## config.mk

```make
export PLATFORM = sky130hd
export DESIGN_NAME = dep_selector
export DESIGN_NICKNAME = d
export VERILOG_FILES = /design/src/rtl/dep_sel_pkg.sv /design/src/rtl/dep_row_pick.sv /design/src/rtl/dep_grant_reg.sv /design/src/rtl/dep_selector.sv
export SDC_FILE = /design/constraint.sdc
export NUM_CORES = 1
export LEC_CHECK = 0
export ABC_AREA = 0
export BUFFER_PORTS_ARGS = -buffer_cell sky130_fd_sc_hd__clkbuf_2
export CAP_MARGIN = 20
export CELL_PAD_IN_SITES_DETAIL_PLACEMENT = 1
export CELL_PAD_IN_SITES_GLOBAL_PLACEMENT = 2
export CORE_ASPECT_RATIO = 2
export CORE_MARGIN = 10
export CORE_UTILIZATION = 27
export DETAILED_ROUTE_END_ITERATION = 8
export MAX_ROUTING_LAYER = met4
export PLACE_DENSITY_LB_ADDON = 0.1
export SLEW_MARGIN = 10
export SYNTH_ARGS = -nofsm -noshare
export SYNTH_HDL_FRONTEND = slang
export SYNTH_SLANG_ARGS = --single-unit
```

## constraint.sdc

```tcl
create_clock -name clk -period 8.8 [get_ports clk]
set_clock_uncertainty 0.1 [all_clocks]
set_input_delay 2.64 -clock clk [delete_from_list [all_inputs] [get_ports clk]]
set_output_delay 2.64 -clock clk [all_outputs]
set_load 0.02 [all_outputs]
```

## src/rtl/dep_sel_pkg.sv

```systemverilog
package dep_sel_pkg;
  localparam int CLS_W = 2;

  function automatic int idx_width(input int m);
    return (m > 1) ? $clog2(m) : 1;
  endfunction
endpackage

```

## src/rtl/dep_row_pick.sv

```systemverilog
module dep_row_pick #(
  parameter int M     = 4,
  parameter int KEY_W = 10,
  parameter int IDX_W = 2
) (
  input  logic [M-1:0]       valid,
  input  logic [M*KEY_W-1:0] keys,
  output logic               found,
  output logic [IDX_W-1:0]   idx
);
  logic [KEY_W-1:0] best;

  always_comb begin
    found = 1'b0;
    idx   = '0;
    best  = '0;
    for (int j = 0; j < M; j++) begin
      if (valid[j] && (!found || keys[j*KEY_W +: KEY_W] < best)) begin
        found = 1'b1;
        idx   = IDX_W'(j);
        best  = keys[j*KEY_W +: KEY_W];
      end
    end
  end
endmodule

```

## src/rtl/dep_grant_reg.sv

```systemverilog
module dep_grant_reg #(
  parameter int M     = 4,
  parameter int IDX_W = 2
) (
  input  logic             clk,
  input  logic             rst,
  input  logic             found,
  input  logic [IDX_W-1:0] idx,
  output logic             vld_q,
  output logic [M-1:0]     onehot_q,
  output logic [IDX_W-1:0] idx_q
);
  logic [M-1:0] onehot_d;

  always_comb begin
    onehot_d = '0;
    if (found) onehot_d[idx] = 1'b1;
  end

  always_ff @(posedge clk) begin
    if (rst) begin
      vld_q    <= 1'b0;
      onehot_q <= '0;
      idx_q    <= '0;
    end else begin
      vld_q    <= found;
      onehot_q <= onehot_d;
      idx_q    <= found ? idx : '0;
    end
  end

  a_r2_onehot: assert property (@(posedge clk) disable iff (rst) $onehot0(onehot_q));
  a_r7_vld_matches_vec: assert property (@(posedge clk) disable iff (rst) vld_q == (|onehot_q));
  a_r7_idx_points_bit: assert property (@(posedge clk) disable iff (rst) vld_q |-> onehot_q[idx_q]);
  a_r1_reset_clears: assert property (@(posedge clk) rst |=> (!vld_q && onehot_q == '0 && idx_q == '0));
endmodule

```

## src/rtl/dep_selector.sv

```systemverilog
module dep_selector
  import dep_sel_pkg::*;
#(
  parameter int N_OUT = 4,
  parameter int M_Q   = 4,
  parameter int TL_W  = 8,
  parameter int IDX_W = idx_width(M_Q)
) (
  input  logic                      clk,
  input  logic                      rst,
  input  logic [N_OUT*M_Q-1:0]      q_valid,
  input  logic [N_OUT*M_Q*TL_W-1:0] q_tl,
  input  logic [N_OUT*M_Q*2-1:0]    q_cls,
  output logic [N_OUT-1:0]          gnt_vld,
  output logic [N_OUT*M_Q-1:0]      gnt_onehot,
  output logic [N_OUT*IDX_W-1:0]    gnt_idx
);
  localparam int KEY_W = CLS_W + TL_W;

  for (genvar o = 0; o < N_OUT; o++) begin : g_out
    logic [M_Q*KEY_W-1:0] row_keys;
    logic                 pick_found;
    logic [IDX_W-1:0]     pick_idx;
    logic [KEY_W-1:0]     pick_key;

    for (genvar j = 0; j < M_Q; j++) begin : g_key
      localparam int Q = o*M_Q + j;
      assign row_keys[j*KEY_W +: KEY_W] = {q_cls[Q*CLS_W +: CLS_W], q_tl[Q*TL_W +: TL_W]};
    end

    dep_row_pick #(.M(M_Q), .KEY_W(KEY_W), .IDX_W(IDX_W)) u_pick (
      .valid (q_valid[o*M_Q +: M_Q]),
      .keys  (row_keys),
      .found (pick_found),
      .idx   (pick_idx)
    );

    dep_grant_reg #(.M(M_Q), .IDX_W(IDX_W)) u_reg (
      .clk      (clk),
      .rst      (rst),
      .found    (pick_found),
      .idx      (pick_idx),
      .vld_q    (gnt_vld[o]),
      .onehot_q (gnt_onehot[o*M_Q +: M_Q]),
      .idx_q    (gnt_idx[o*IDX_W +: IDX_W])
    );

    assign pick_key = row_keys[pick_idx*KEY_W +: KEY_W];

    // an empty row yields no grant, a non-empty row always yields one
    a_r3_found_iff_any: assert property (@(posedge clk) disable iff (rst)
      pick_found == (|q_valid[o*M_Q +: M_Q]));
    a_r3_winner_valid: assert property (@(posedge clk) disable iff (rst)
      pick_found |-> q_valid[o*M_Q + pick_idx]);

    for (genvar j = 0; j < M_Q; j++) begin : g_chk
      // the winning key is no larger than any valid key of the row
      a_r4_min_key: assert property (@(posedge clk) disable iff (rst)
        (pick_found && q_valid[o*M_Q+j]) |-> (pick_key <= row_keys[j*KEY_W +: KEY_W]));
      // an equal key never sits at a lower index than the winner
      a_r6_low_index: assert property (@(posedge clk) disable iff (rst)
        (pick_found && q_valid[o*M_Q+j] && row_keys[j*KEY_W +: KEY_W] == pick_key)
          |-> (int'(pick_idx) <= j));
    end
  end
endmodule

```

After elaboration in Yosys (flattened, before gate mapping)

Index checks and enable logic that the tools add are counted.

ROM bits: 0
Bits in latches: 0
Word-level logic and storage cells: 128
Memories: 0
Bits of input ports: 178
Register bits: 28
Output and inout port bits: 28
Memory bits (writable): 0

Add/sub/neg operators: 0
Bitwise gates (word level): 4
Div/mod/pow operators: 0
Reductions and logical operators: 44
Shifts and indexed selects: 0
Order comparisons: 20
Mux-type cells: 48
$mul: 0
Equality and inequality tests: 0

Operator list:

| kind               | number |
|---|---|
| $lt 10x10->1       | 12 |
| $mux 10            | 12 |
| $mux 1             | 24 |
| $logic_and 1x1->1  | 16 |
| $mux 2             | 8 |
| $logic_not 1->1    | 12 |
| $logic_or 1x1->1   | 12 |
| $lt 2x3->1 const B | 4 |
| $demux 1 s2        | 4 |
| $ge 2x1->1 const B | 4 |
| $reduce_or 2->1    | 4 |
| $not 1->1          | 4 |

Longest topological paths before layout

Depth in word-level cells: 17
Depth in mapped cells: 28
Mapped depth without buffers: 24

Cells and area by module

A second synthesis with hierarchy kept.

Cells, all modules: 607
Area total of the unflattened synthesis: 5,021.1 um2

Modules (own cells, without submodules):

| module                          | sequential area each (um2) | cells each | times used | area an instance (um2) |
|---|---|---|---|---|
| dep_row_pick at g_out[2].u_pick | 0.0                        | 145        | 1          | 1,083.5 |
| dep_row_pick at g_out[1].u_pick | 0.0                        | 145        | 1          | 1,082.3 |
| dep_row_pick at g_out[3].u_pick | 0.0                        | 130        | 1          | 989.7 |
| dep_row_pick at g_out[0].u_pick | 0.0                        | 131        | 1          | 984.7 |
| dep_grant_reg                   | 140.1                      | 14         | 4          | 220.2 |

Least setup slack after synthesis

No wires, ideal clock.

Kind: in2reg
Start point: input port q_valid[4]
End point: register g_out[1].u_reg.onehot_q[0]
Arrival: 7.960 ns
Setup time: 0.115 ns
Required time: 8.585 ns
Stages on the path: 27
Path slack: 0.624 ns
Path through: buf_4 > clkbuf_1 > clkbuf_1 > nand2_1 > ha_1 > a21oi_1 > a21oi_1 > a211oi_1 > o211ai_1 > clkbuf_1 > nor2_1 > a31oi_1 > ha_1 > nand4_1 > or3_1 > a2111o_1 > and3_4 > buf_6 > mux2_4 > ha_1 > a21o_1 > a21o_1 > a21oi_1 > o21ai_0 > a31oi_1 > a21oi_1 > and3_1

Word-level cells in the longest chain between the ends: 17
Elaborated cells on any way between the ends: 29

Ends and longest elaborated chain:

| what                                                                  | RTL line            | text |
|---|---|---|
| from (decl)                                                           | dep_selector.sv:11  | `input logic [N_OUT*M_Q-1:0] q_valid,` |
| $mux 10 / $mux 1 (equally long branches)                              | dep_row_pick.sv:18  | `if (valid[j] && (!found \|\| keys[j*KEY_W +: KEY_W] < best)) begin` |
| $lt 10x10->1 / $logic_not 1->1 (equally long branches)                | dep_row_pick.sv:18  |  |
| $logic_or 1x1->1                                                      | dep_row_pick.sv:18  |  |
| $logic_and 1x1->1                                                     | dep_row_pick.sv:18  |  |
| $mux 10 / $mux 1 (equally long branches)                              | dep_row_pick.sv:18  |  |
| $lt 10x10->1 / $logic_not 1->1 (equally long branches)                | dep_row_pick.sv:18  |  |
| $logic_or 1x1->1                                                      | dep_row_pick.sv:18  |  |
| $logic_and 1x1->1                                                     | dep_row_pick.sv:18  |  |
| $mux 10 / $mux 1 (equally long branches)                              | dep_row_pick.sv:18  |  |
| $lt 10x10->1 / $logic_not 1->1 (equally long branches)                | dep_row_pick.sv:18  |  |
| $logic_or 1x1->1                                                      | dep_row_pick.sv:18  |  |
| $logic_and 1x1->1                                                     | dep_row_pick.sv:18  |  |
| $mux 2                                                                | dep_row_pick.sv:18  |  |
| $lt 2x3->1 (not written as such) / $ge 2x1->1 (equally long branches) | dep_grant_reg.sv:17 | `if (found) onehot_d[idx] = 1'b1;` |
| $logic_and 1x1->1 (not written as such)                               | dep_grant_reg.sv:17 |  |
| $mux 1 (not written as such)                                          | dep_grant_reg.sv:17 |  |
| $demux 1 s2                                                           | -                   |  |
| to (signal assigned)                                                  | dep_grant_reg.sv:27 | `onehot_q <= onehot_d;` |
| to (decl)                                                             | dep_grant_reg.sv:10 | `output logic [M-1:0] onehot_q,` |

Parallel ways exist; a longest one is shown, timed or not.
A chain may end at the register's enable or synchronous reset.

Final worst setup path

Start point: input port q_valid[12]
End point: register g_out[3].u_reg.idx_q[0]

Word-level cells in the longest chain between the ends: 15
Elaborated cells on any way between the ends: 24

Ends and longest elaborated chain:

| what                                                   | RTL line            | text |
|---|---|---|
| $mux 10 / $mux 1 (equally long branches)               | dep_row_pick.sv:18  |  |
| $lt 10x10->1 / $logic_not 1->1 (equally long branches) | dep_row_pick.sv:18  |  |
| $logic_or 1x1->1                                       | dep_row_pick.sv:18  |  |
| $logic_and 1x1->1                                      | dep_row_pick.sv:18  |  |
| $mux 10 / $mux 1 (equally long branches)               | dep_row_pick.sv:18  |  |
| $lt 10x10->1 / $logic_not 1->1 (equally long branches) | dep_row_pick.sv:18  |  |
| $logic_or 1x1->1                                       | dep_row_pick.sv:18  |  |
| $logic_and 1x1->1                                      | dep_row_pick.sv:18  |  |
| $mux 10 / $mux 1 (equally long branches)               | dep_row_pick.sv:18  |  |
| $lt 10x10->1 / $logic_not 1->1 (equally long branches) | dep_row_pick.sv:18  |  |
| $logic_or 1x1->1                                       | dep_row_pick.sv:18  |  |
| $logic_and 1x1->1                                      | dep_row_pick.sv:18  |  |
| $mux 1                                                 | dep_row_pick.sv:18  |  |
| $not 1->1 (no source line)                             | -                   |  |
| $reduce_or 2->1 (no source line)                       | -                   |  |
| to (signal assigned)                                   | dep_grant_reg.sv:28 | `idx_q <= found ? idx : '0;` |
| to (decl)                                              | dep_grant_reg.sv:11 | `output logic [IDX_W-1:0] idx_q` |

Parallel ways exist; a longest one is shown, timed or not.

==> flow_metrics.env <==
export IMPL_synth_top_area_share_pct=26.6
export IMPL_postSynthCellCount=690
export IMPL_hold_path_class="input port to flop"
export IMPL_cts_tree="done"
export IMPL_relSlewSlack_pct=57.2
export IMPL_grtUsageTotal_pct=17.6
export IMPL_drt_iter0_drc=132
export IMPL_worst_ep_arrival_time_ns=8.35
export IMPL_drive_above_1_share_pct=28.3
export IMPL_ioPinCount=206
export IMPL_htree_levels=1
export IMPL_hold_viol=0
export IMPL_clk_pin_slew_ns=0.07
export IMPL_grt_max_degree=23
export IMPL_finalSetupViolCount=0
export IMPL_synth_compound_area_share_pct=32.7
export IMPL_worst_pin_slew_ns=0.642
export IMPL_grt_pass1_wl_um=34400
export IMPL_tns_ns=0
export IMPL_power_density_nw_per_um2=110
export IMPL_crit_type="input port to flop"
export IMPL_root_buffer="clkbuf_16"
export IMPL_critPathLaunchType="input port"
export IMPL_critPathMaxFanout=17
export IMPL_synth_cell_types=59
export IMPL_yosysTopAreaCell="ha_1"
export IMPL_drc=0
export IMPL_grt_pass1_vias=7007
export IMPL_fp_dieArea_um2=25100
export IMPL_synth_area_mux_share_pct=2.66
export IMPL_rsz0062_at_grt="no"
export IMPL_fmax_mhz=121
export IMPL_whs_path_depth=3
export IMPL_wl_per_cell_um=19.6
export IMPL_cts_buffers=3
export IMPL_die_x_um=117
export IMPL_crit_path_end_kind="flop"
export IMPL_grt_ovfl_total=0
export IMPL_antennaDiodeCount=0
export IMPL_gp_congestion=0.874
export IMPL_min_to="g_out[1].u_reg.idx_q[1]"
export IMPL_drv_slew=0
export IMPL_wirelength_um=21700
export IMPL_synth_area_leaders="ha_1, dfxtp_1, o21ai_0, nand2_1, a21oi_1"
export IMPL_dp_hpwl_um=20100
export IMPL_hold_start="q_valid[7]"
export IMPL_synthXorXnorAreaFrac_pct=0
export IMPL_yosysSeqAreaShare_pct=11.0
export IMPL_synth_top_family_by_area="compound AO/OA/AOI/OAI gates"
export IMPL_ir_drop_mv=0.0464
export IMPL_via_count=5989
export IMPL_yosys_area_share_adder_pct=26.6
export IMPL_dr_pass1_iters=4
export IMPL_ys_warn_count=0
export IMPL_vias_per_cell=5.40
export IMPL_synth_nets=976
export IMPL_io_buffers=205
export IMPL_synth_area_um2=5090
export IMPL_synthSimpleGateAreaFrac_pct=21.5
export IMPL_start_util_pct=27.3
export IMPL_critPathRequiredTime_ns=8.90
export IMPL_final_nets=1178
export IMPL_synth_edf_count=0
export IMPL_antenna_found_initial=0
export IMPL_status="finished, final reports clean"
export IMPL_ant_nets=0
export IMPL_avgSynthCellArea_um2=7.37
export IMPL_die_h_um=214
export IMPL_fin_crit_ns=8.25
export IMPL_clock_sinks=28
export IMPL_cap_viol_max_count=0
export IMPL_synth_flop_cell="dfxtp_1"
export IMPL_rows=71
export IMPL_synth_seq_cells=28
export IMPL_core_area_um2=18700
export IMPL_leakage_nw=3.20
export IMPL_total_power_mw=0.716
export IMPL_async_reset_ff_share_pct=0
export IMPL_area_growth_pct=27.7
export IMPL_fin_crit_sh_pct=93.8
export IMPL_clk_path_buf_depth=2
-- cell usage after synthesis (7+ instances only) --
cell type,n
mux2_4,9
o211ai_1,9
nand3_1,14
o21ai_0,69
nand4_1,19
o31a_1,11
a21o_1,7
inv_1,38
a31oi_1,15
o21ai_1,7
nor2_1,58
dfxtp_1,28
nor3_1,22
a21oi_1,46
clkbuf_1,20
nand2_1,77
o21a_1,27
ha_1,108
a211oi_1,13
a211o_1,7
-- worst max path at each step --
stage / from / end / slack [ns]
finish: q_valid[12] / g_out[3].u_reg.idx_q[0] / 0.55
global placement: q_valid[12] / g_out[3].u_reg.idx_q[0] / 0.39
CTS: q_valid[12] / g_out[3].u_reg.idx_q[0] / 0.45
detailed placement: q_valid[12] / g_out[3].u_reg.idx_q[0] / 0.16
floorplan: q_valid[4] / g_out[1].u_reg.onehot_q[0] / 0.62
global route: q_valid[12] / g_out[3].u_reg.idx_q[0] / 0.07
-- flip-flops by register name, indices dropped and copies added, names as in the netlist --
signal and count:
g_out.u_reg.onehot_q 16, g_out.u_reg.idx_q 8, g_out.u_reg.vld_q 4
-- per-layer routing --
metal / track usage [%] / wire length (um)
met1: 15.5 / 7540
met2: 35.9 / 12700
met3: 1.60 / 767
met4: 6.34 / 654
met5: - / 0
-- critical path, cell delays in order --
cell       delay (ns)
clkbuf_2         0.25
nand2_1          0.12
ha_1             0.31
a211oi_1         0.24
nor2_1           0.09
o31ai_1          0.31
a21bo_1          0.47
nor2_1           0.10
a21oi_1          0.23
ha_1             0.30
o21ai_0          0.27
a21oi_1          0.14
a21o_1           0.21
nor3_1           0.26
o21a_1           0.30
o21ai_0          0.13
o21a_1           0.13
ha_1             0.29
a211oi_1         0.19
o21ai_0          0.11
a2111oi_0        0.50
o311a_1          0.37
and2_1           0.18
nand4_1          0.10
o211ai_1         0.10
-- power breakdown --
part	switching (mW)	total, mW	internal, mW
logic	0.260	0.454	0.194
clock network	0.0457	0.116	0.0698
registers	0.00571	0.147	0.141
-- per-stage QoR --
stage | worst slack, ns | utilization, % | cells | area (um^2) | hold WS [ns]
detailed placement | 0.163 | 34.4 | 1106 | 6410 | 2.82
CTS | 0.445 | 34.8 | 1110 | 6500 | 2.52
global placement | 0.387 | 34.4 | 1106 | 6410 | 2.82
global route | 0.0748 | 34.8 | 1110 | 6500 | 2.54
finish | 0.546 | 34.8 | 1110 | 6500 | 2.52
floorplan | 0.624 | - | 690 | 5090 | 2.66
-- what timing repair did --
action,in CTS,in global routing
hold buffers,0,0
endpoints found under the setup margin,0,1
buffers inserted,0,0
resized for setup,0,1
-- kinds of logic after synthesis --
kind of cell,after synthesis
compound gates,247
fa+ha+maj,108
buf+inv,68
flops,28
mux,9
simple gates,230
-- placed cells by master, fill, tap and decap left out, types with 8 or more instances in the layout --
cell / netlist / routed
clkbuf_2: 0 / 205
ha_1: 108 / 108
nand2_1: 77 / 77
o21ai_0: 69 / 68
nor2_1: 58 / 58
a21oi_1: 46 / 46
inv_1: 38 / 38
dfxtp_1: 28 / 28
o21a_1: 27 / 27
nor3_1: 22 / 22
buf_4: 5 / 22
nand4_1: 19 / 19
a31oi_1: 15 / 15
nand3_1: 14 / 14
a211oi_1: 13 / 13
o31a_1: 11 / 11
o211ai_1: 9 / 9
mux2_4: 9 / 9
o21ai_1: 7 / 8
-- final cells by class --
| class | instances | area, um^2 |
|---|---|---|
| multi-input combinational | 594 | 4240 |
| sequential | 28 | 561 |
| inverter | 38 | 143 |
| fill | 2417 | 12200 |
| clock buffer | 4 | 88.8 |
| timing repair buffer | 227 | 1190 |
| tap | 219 | 274 |
Power figures use the tool's default switching activity.
